==> src/rtl/cseq_pkg.sv <==
package cseq_pkg;
  typedef enum logic [1:0] {
    ST_IDLE  = 2'd0,
    ST_CONV  = 2'd1,
    ST_SLEEP = 2'd2,
    ST_PWRUP = 2'd3
  } seq_state_e;
endpackage

==> src/rtl/cseq_pin_qual.sv <==
module cseq_pin_qual #(
  parameter int unsigned SYNC_STAGES = 2,
  parameter int unsigned MIN_PULSE   = 2
) (
  input  logic clk_i,
  input  logic rst_ni,
  input  logic pin_i,
  output logic lvl_o,
  output logic fall_ok_o,
  output logic rise_o
);
  localparam int unsigned LW = $clog2(MIN_PULSE + 1);

  logic [SYNC_STAGES-1:0] sync_q;
  logic                   prev_q, armed_q;
  logic [LW-1:0]          low_cnt_q;

  generate
    if (SYNC_STAGES == 1) begin : g_sync1
      always_ff @(posedge clk_i or negedge rst_ni)
        if (!rst_ni) sync_q <= '1;
        else         sync_q <= pin_i;
    end else begin : g_syncn
      always_ff @(posedge clk_i or negedge rst_ni)
        if (!rst_ni) sync_q <= '1;
        else         sync_q <= {sync_q[SYNC_STAGES-2:0], pin_i};
    end
  endgenerate

  assign lvl_o     = sync_q[SYNC_STAGES-1];
  assign rise_o    = lvl_o && !prev_q;
  // qualified edge fires once the low level reaches the minimum width
  assign fall_ok_o = armed_q && !lvl_o && (low_cnt_q == LW'(MIN_PULSE - 1));

  always_ff @(posedge clk_i or negedge rst_ni) begin
    if (!rst_ni) begin
      prev_q    <= 1'b1;
      armed_q   <= 1'b0;
      low_cnt_q <= '0;
    end else begin
      prev_q <= lvl_o;
      if (lvl_o) begin
        armed_q   <= 1'b1;
        low_cnt_q <= '0;
      end else if (armed_q) begin
        if (fall_ok_o) begin
          armed_q   <= 1'b0;
          low_cnt_q <= '0;
        end else begin
          low_cnt_q <= low_cnt_q + 1'b1;
        end
      end
    end
  end
endmodule

==> src/rtl/cseq_timer.sv <==
module cseq_timer #(
  parameter int unsigned TW = 8
) (
  input  logic          clk_i,
  input  logic          rst_ni,
  input  logic          load_i,
  input  logic [TW-1:0] load_val_i,
  output logic          zero_o
);
  logic [TW-1:0] cnt_q;

  assign zero_o = (cnt_q == '0);

  always_ff @(posedge clk_i or negedge rst_ni) begin
    if (!rst_ni)      cnt_q <= '0;
    else if (load_i)  cnt_q <= load_val_i;
    else if (!zero_o) cnt_q <= cnt_q - 1'b1;
  end
endmodule

==> src/rtl/cseq_flags.sv <==
module cseq_flags (
  input  logic clk_i,
  input  logic rst_ni,
  input  logic done_i,
  input  logic read_i,
  input  logic overrun_set_i,
  output logic result_valid_o,
  output logic overrun_o
);
  always_ff @(posedge clk_i or negedge rst_ni) begin
    if (!rst_ni) begin
      result_valid_o <= 1'b0;
      overrun_o      <= 1'b0;
    end else begin
      if (done_i)      result_valid_o <= 1'b1;
      else if (read_i) result_valid_o <= 1'b0;
      if (overrun_set_i) overrun_o <= 1'b1;
    end
  end
endmodule

==> src/rtl/conv_sequencer.sv <==
module conv_sequencer
  import cseq_pkg::*;
#(
  parameter int unsigned CONV_CYC    = 230,
  parameter int unsigned PWRUP_CYC   = 150,
  parameter int unsigned MIN_PULSE   = 2,
  parameter int unsigned SYNC_STAGES = 2
) (
  input  logic clk_i,
  input  logic rst_ni,
  input  logic start_pin_i,
  input  logic sw_start_i,
  input  logic sw_pd_i,
  input  logic pd_partial_i,
  input  logic read_start_i,
  output logic hold_o,
  output logic core_start_o,
  output logic done_o,
  output logic result_valid_o,
  output logic ready_o,
  output logic powered_o,
  output logic ref_on_o,
  output logic overrun_o
);
  localparam int unsigned MAX_CYC = (CONV_CYC > PWRUP_CYC) ? CONV_CYC : PWRUP_CYC;
  localparam int unsigned TW      = $clog2(MAX_CYC + 1);

  seq_state_e    state_q, state_d;
  logic          pin_lvl, pin_fall, pin_rise;
  logic          start_req, tmr_zero, tmr_load;
  logic [TW-1:0] tmr_val;
  logic          core_start_q;

  cseq_pin_qual #(.SYNC_STAGES(SYNC_STAGES), .MIN_PULSE(MIN_PULSE)) u_pin (
    .clk_i, .rst_ni, .pin_i(start_pin_i),
    .lvl_o(pin_lvl), .fall_ok_o(pin_fall), .rise_o(pin_rise)
  );

  cseq_timer #(.TW(TW)) u_tmr (
    .clk_i, .rst_ni, .load_i(tmr_load), .load_val_i(tmr_val), .zero_o(tmr_zero)
  );

  assign start_req = pin_fall || sw_start_i;

  always_comb begin
    state_d  = state_q;
    tmr_load = 1'b0;
    tmr_val  = TW'(CONV_CYC - 1);
    unique case (state_q)
      ST_IDLE: begin
        if (start_req) begin
          state_d  = ST_CONV;
          tmr_load = 1'b1;
        end else if (sw_pd_i) begin
          state_d = ST_SLEEP;
        end
      end
      ST_CONV: begin
        if (tmr_zero) state_d = (pin_lvl && !sw_pd_i) ? ST_IDLE : ST_SLEEP;
      end
      ST_SLEEP: begin
        if ((pin_rise || sw_start_i) && !sw_pd_i) begin
          state_d  = ST_PWRUP;
          tmr_load = 1'b1;
          tmr_val  = TW'(PWRUP_CYC - 1);
        end
      end
      ST_PWRUP: begin
        if (tmr_zero) state_d = ST_IDLE;
      end
      default: state_d = ST_IDLE;
    endcase
  end

  always_ff @(posedge clk_i or negedge rst_ni) begin
    if (!rst_ni) begin
      state_q      <= ST_IDLE;
      core_start_q <= 1'b0;
    end else begin
      state_q      <= state_d;
      core_start_q <= (state_q == ST_IDLE) && start_req;
    end
  end

  cseq_flags u_flags (
    .clk_i, .rst_ni,
    .done_i(done_o),
    .read_i(read_start_i),
    .overrun_set_i(start_req && ((state_q == ST_CONV) || (state_q == ST_PWRUP))),
    .result_valid_o,
    .overrun_o
  );

  assign hold_o       = (state_q == ST_CONV);
  assign core_start_o = core_start_q;
  assign done_o       = (state_q == ST_CONV) && tmr_zero;
  assign ready_o      = (state_q == ST_IDLE);
  assign powered_o    = (state_q != ST_SLEEP);
  assign ref_on_o     = powered_o || pd_partial_i;
endmodule

==> config.mk <==
export PLATFORM = sky130hd
export DESIGN_NAME = conv_sequencer
export DESIGN_NICKNAME = d
export VERILOG_FILES = /design/src/rtl/cseq_pkg.sv /design/src/rtl/cseq_pin_qual.sv /design/src/rtl/cseq_timer.sv /design/src/rtl/cseq_flags.sv /design/src/rtl/conv_sequencer.sv
export SDC_FILE = /design/constraint.sdc
export NUM_CORES = 1
export LEC_CHECK = 0
export ABC_AREA = 1
export BUFFER_PORTS_ARGS = -buffer_cell sky130_fd_sc_hd__buf_2
export CAP_MARGIN = 25
export CORE_MARGIN = 2
export CORE_UTILIZATION = 55
export DETAILED_ROUTE_END_ITERATION = 8
export PLACE_DENSITY = 0.77
export REMOVE_ABC_BUFFERS = 1
export SYNTH_ARGS = -nofsm -noshare
export SYNTH_HDL_FRONTEND = slang
export SYNTH_SLANG_ARGS = --single-unit
==> constraint.sdc <==
create_clock -name clk_i -period 2.43 [get_ports clk_i]
set_input_delay 0 -clock clk_i [delete_from_list [all_inputs] [get_ports clk_i]]
set_output_delay 0 -clock clk_i [all_outputs]
set_load 0.02 [all_outputs]
==> metrics.md <==
| Metric | Value |
|---|---|
| CTS tree | yes |
| Worst skew pair latency | 0.30 ns |
| Min Tclk post-route | 1.608 ns |
| Fin. max-slew vios | 0 |
| Clock Skew | 0.007974 ns |
| Max-slew headroom | 0.7242 |
| Internal | 397.6 uW |
| Switching Fraction | 0.2391 |
| Vias/cell | 4.796 |
| Core Rows | 15 |
| Synthesis Warnings | 0 |
| Post-CTS Setup Bufs | 0 |
| Required @ worst endpoint | 2.43 ns |
| Critical-path maximum fanout | 7 |
| Endpoints failing setup | 0 |
| CP Launch Type | flop |
| Area Overhead vs Synth | 15.58% |
| Fill count | 153 |
| Measured slew at the worst slew-check pin | 0.4137 ns |
| Yosys cell types | 25 |
| Hold Crit Class | in2reg |
| Total I/O pin count | 15 |
| Layout cell share with drive strength beyond 1 | 0.2817 |
| Congestion Overflow GR | 0 |
| Post-DP HPWL | 1.373 mm |
| Post-synthesis xor/xnor area fraction | 0.008589 |
| # resized after CTS | 0 |
| Adder-cell share of the synthesized area | 0.02454 |
| Die H | 47.06 microns |
| Setup crit end kind | output pin |
| Cell Area, Synth | 1020 sq um |
| Nets | 152 |
| First-pass GRT wire length | 2.967 mm |
| Compound-Gate Fraction of Synth Area | 0.05153 |
| Most frequent cells in the layout | nand2_1 (27), inv_1 (21), dfrtp_1 (16) |
| Reg2Reg Depth | 9 |
| Yosys reg bits | 19 |
| Largest net degree at the start of global routing | 20 |
| Drt initial violations | 17 |
| First-pass DRT Iterations | 4 |
| Post-synthesis simple-gate area fraction | 0.3571 |
| Clock sink total | 19 |
| Pwr dens | 443.3 nW/um^2 |
| Worst IR Drop VDD | 0.4004 mV |
| Logic pwr share | 0.060 |
| GRT Util Overall | 0.2029 |
| CTS clk-pin slew, worst paths | 0.12 ns |
| Clock root cell | clkbuf_4 |
| Antenna Nets Post-Route | 0 |
| Area of the core | 1727 sq um |
| Cells after Synth | 121 |
| Cell depth of the worst hold path | 6 |
| Post-layout util | 0.6826 |
| Leakage power | 0.0006388 uW |
| Setup Total Neg Slack | 0 ns |
| WL per Instance | 10.92 microns |
| Initial Util | 0.5906 |
| NetSw | 124.9 uW |
| Clock power frac | 0.314 |
| Largest family of logic cells by synthesized area | simple AND/OR/NAND/NOR gates |
| Most common cell after layout, fill and taps aside | nand2_1 |
| WL final | 1.823 mm |
| Fmax | 621.8 MHz |
| Worst endpoint data arrival time | 1.61 ns |
| Post-synthesis mux area share | 0 |
| Sequential fraction of the synthesis area | 0.4699 |
| Max Cap Violations | 0 |
| Placer Congestion | 0.8993 |
| Hold Vio Cnt, Final | 0 |
| Status | complete, no violations |
| Htree depth | 1 |
| Num CTS Buffers | 3 |
| Clock Path Buffers | 2 |
| Vias in the first global route | 692 |
| Final period util | 0.6618 |
| Hold slack final | 0.08968 ns |
| PortBufs | 14 |
| # DRC | 0 |
| Register share of total power | 0.627 |
| RSZ-0062 raised after global routing | no |
| Crit path kind | reg2out |
| Via Count | 801 |
| Die width | 47.06 microns |
| Initial antenna violation count | 0 |
| N_diodes | 0 |
| Mean Syn Cell Area | 8.428 sq um |
| Die Area | 2215 sq um |
[path summary, 6_finish.rpt]
path,startpoint,to,slack [ns]
max in group asynchronous,rst_ni,u_pin.sync_q[1],1.96
worst max-delay path,u_tmr.cnt_q[0],done_o,0.82
worst min register to register,u_pin.sync_q[0],u_pin.sync_q[1],0.37
min in group asynchronous,rst_ni,state_q[0],0.14
worst min-delay path,sw_start_i,state_q[1],0.09
worst max register to register,u_tmr.cnt_q[0],u_tmr.cnt_q[5],1.04
[critical path: stages, from the launching register on]
cell     delay, ns
dfrtp_1       0.41
inv_1         0.11
ha_1          0.18
nand2_2       0.13
nor2_8        0.18
nand2_1       0.08
inv_1         0.06
buf_2         0.16
[sequential cells by signal, indices dropped and copies added, names as in the netlist]
| name | flops |
|---|---|
| core_start_o | 1 |
| state_q | 2 |
| u_flags.overrun_o | 1 |
| u_flags.result_valid_o | 1 |
| u_pin.armed_q | 1 |
| u_pin.low_cnt_q | 2 |
| u_pin.prev_q | 1 |
| u_pin.sync_q | 2 |
| u_tmr.cnt_q | 8 |
[kinds of logic after synthesis]
kind of cell,count (synthesis)
buf+inv,24
flops,19
simple gates,67
xor+xnor,1
fa+ha+maj,2
compound gates,8
[through the flow]
stage | total power (uW) | cells | setup slack, ns | area (sq um)
after global placement | 360.7 | 160 | 1.076 | 1121
final | 522.5 | 167 | 0.8217 | 1179
after detailed placement | 361.7 | 160 | 1.058 | 1121
after global routing | 548.1 | 167 | 0.7338 | 1179
after floorplan | 347.4 | 121 | 1.198 | 1020
after CTS | 526.8 | 167 | 0.8193 | 1179
[synthesized netlist by cell type]
cell type	n	share of area
nand4_1	2	0.012
nor2_2	4	0.025
a21oi_1	1	0.0049
xor2_1	1	0.0086
inv_1	21	0.077
nor2_8	1	0.020
or2_1	1	0.0061
nand3b_1	1	0.0074
o21a_1	1	0.0074
dfrtp_1	16	0.39
inv_2	3	0.011
nor3_2	1	0.0098
nor3_1	1	0.0049
nor2_1	7	0.026
nor2_4	2	0.022
nand2_2	2	0.012
ha_1	2	0.025
o21ai_0	3	0.015
o21ai_2	1	0.0086
o211ai_1	1	0.0074
a21o_2	1	0.0086
dfstp_2	3	0.077
nand2_1	27	0.099
nand2_4	4	0.044
nand3_1	14	0.069
[power groups by stage]
stage | clock network (uW) | registers (uW) | logic, uW
3_5_place_dp | 0 | 333 | 28.2
5_1_grt | 184 | 328 | 36.1
2_1_floorplan | 0 | 332 | 14.9
6_report | 164 | 327 | 31.3
3_3_place_gp | 0 | 333 | 27.8
4_1_cts | 167 | 327 | 32.0
[per-layer routing]
| layer | part of all wire | vias up | GRT usage |
|---|---|---|---|
| li1 | - | 413 | - |
| met1 | 0.48 | 366 | 0.2727 |
| met2 | 0.45 | 18 | 0.3096 |
| met3 | 0.043 | 4 | 0.03462 |
| met4 | 0.024 | 0 | 0.1167 |
| met5 | 0 | - | 0 |
[cell type report]
class                           count  area [sq um]  area share
Sequential cell                    19         479.2      0.4066
Multi-Input combinational cell     78         450.4      0.3822
Timing Repair Buffer               17         100.1     0.08493
Inverter                           24         90.09     0.07643
Tap cell                           25         31.28     0.02654
Clock buffer                        3         22.52     0.01911
Clock inverter                      1         5.005    0.004246
[repair_timing]
action                                  in CTS  in global routing
endpoints found under the setup margin       0                  0
hold endpoints to repair                    21                  0
hold buffers                                 3                  0
Note: power is estimated with default switching activity, not from simulation.
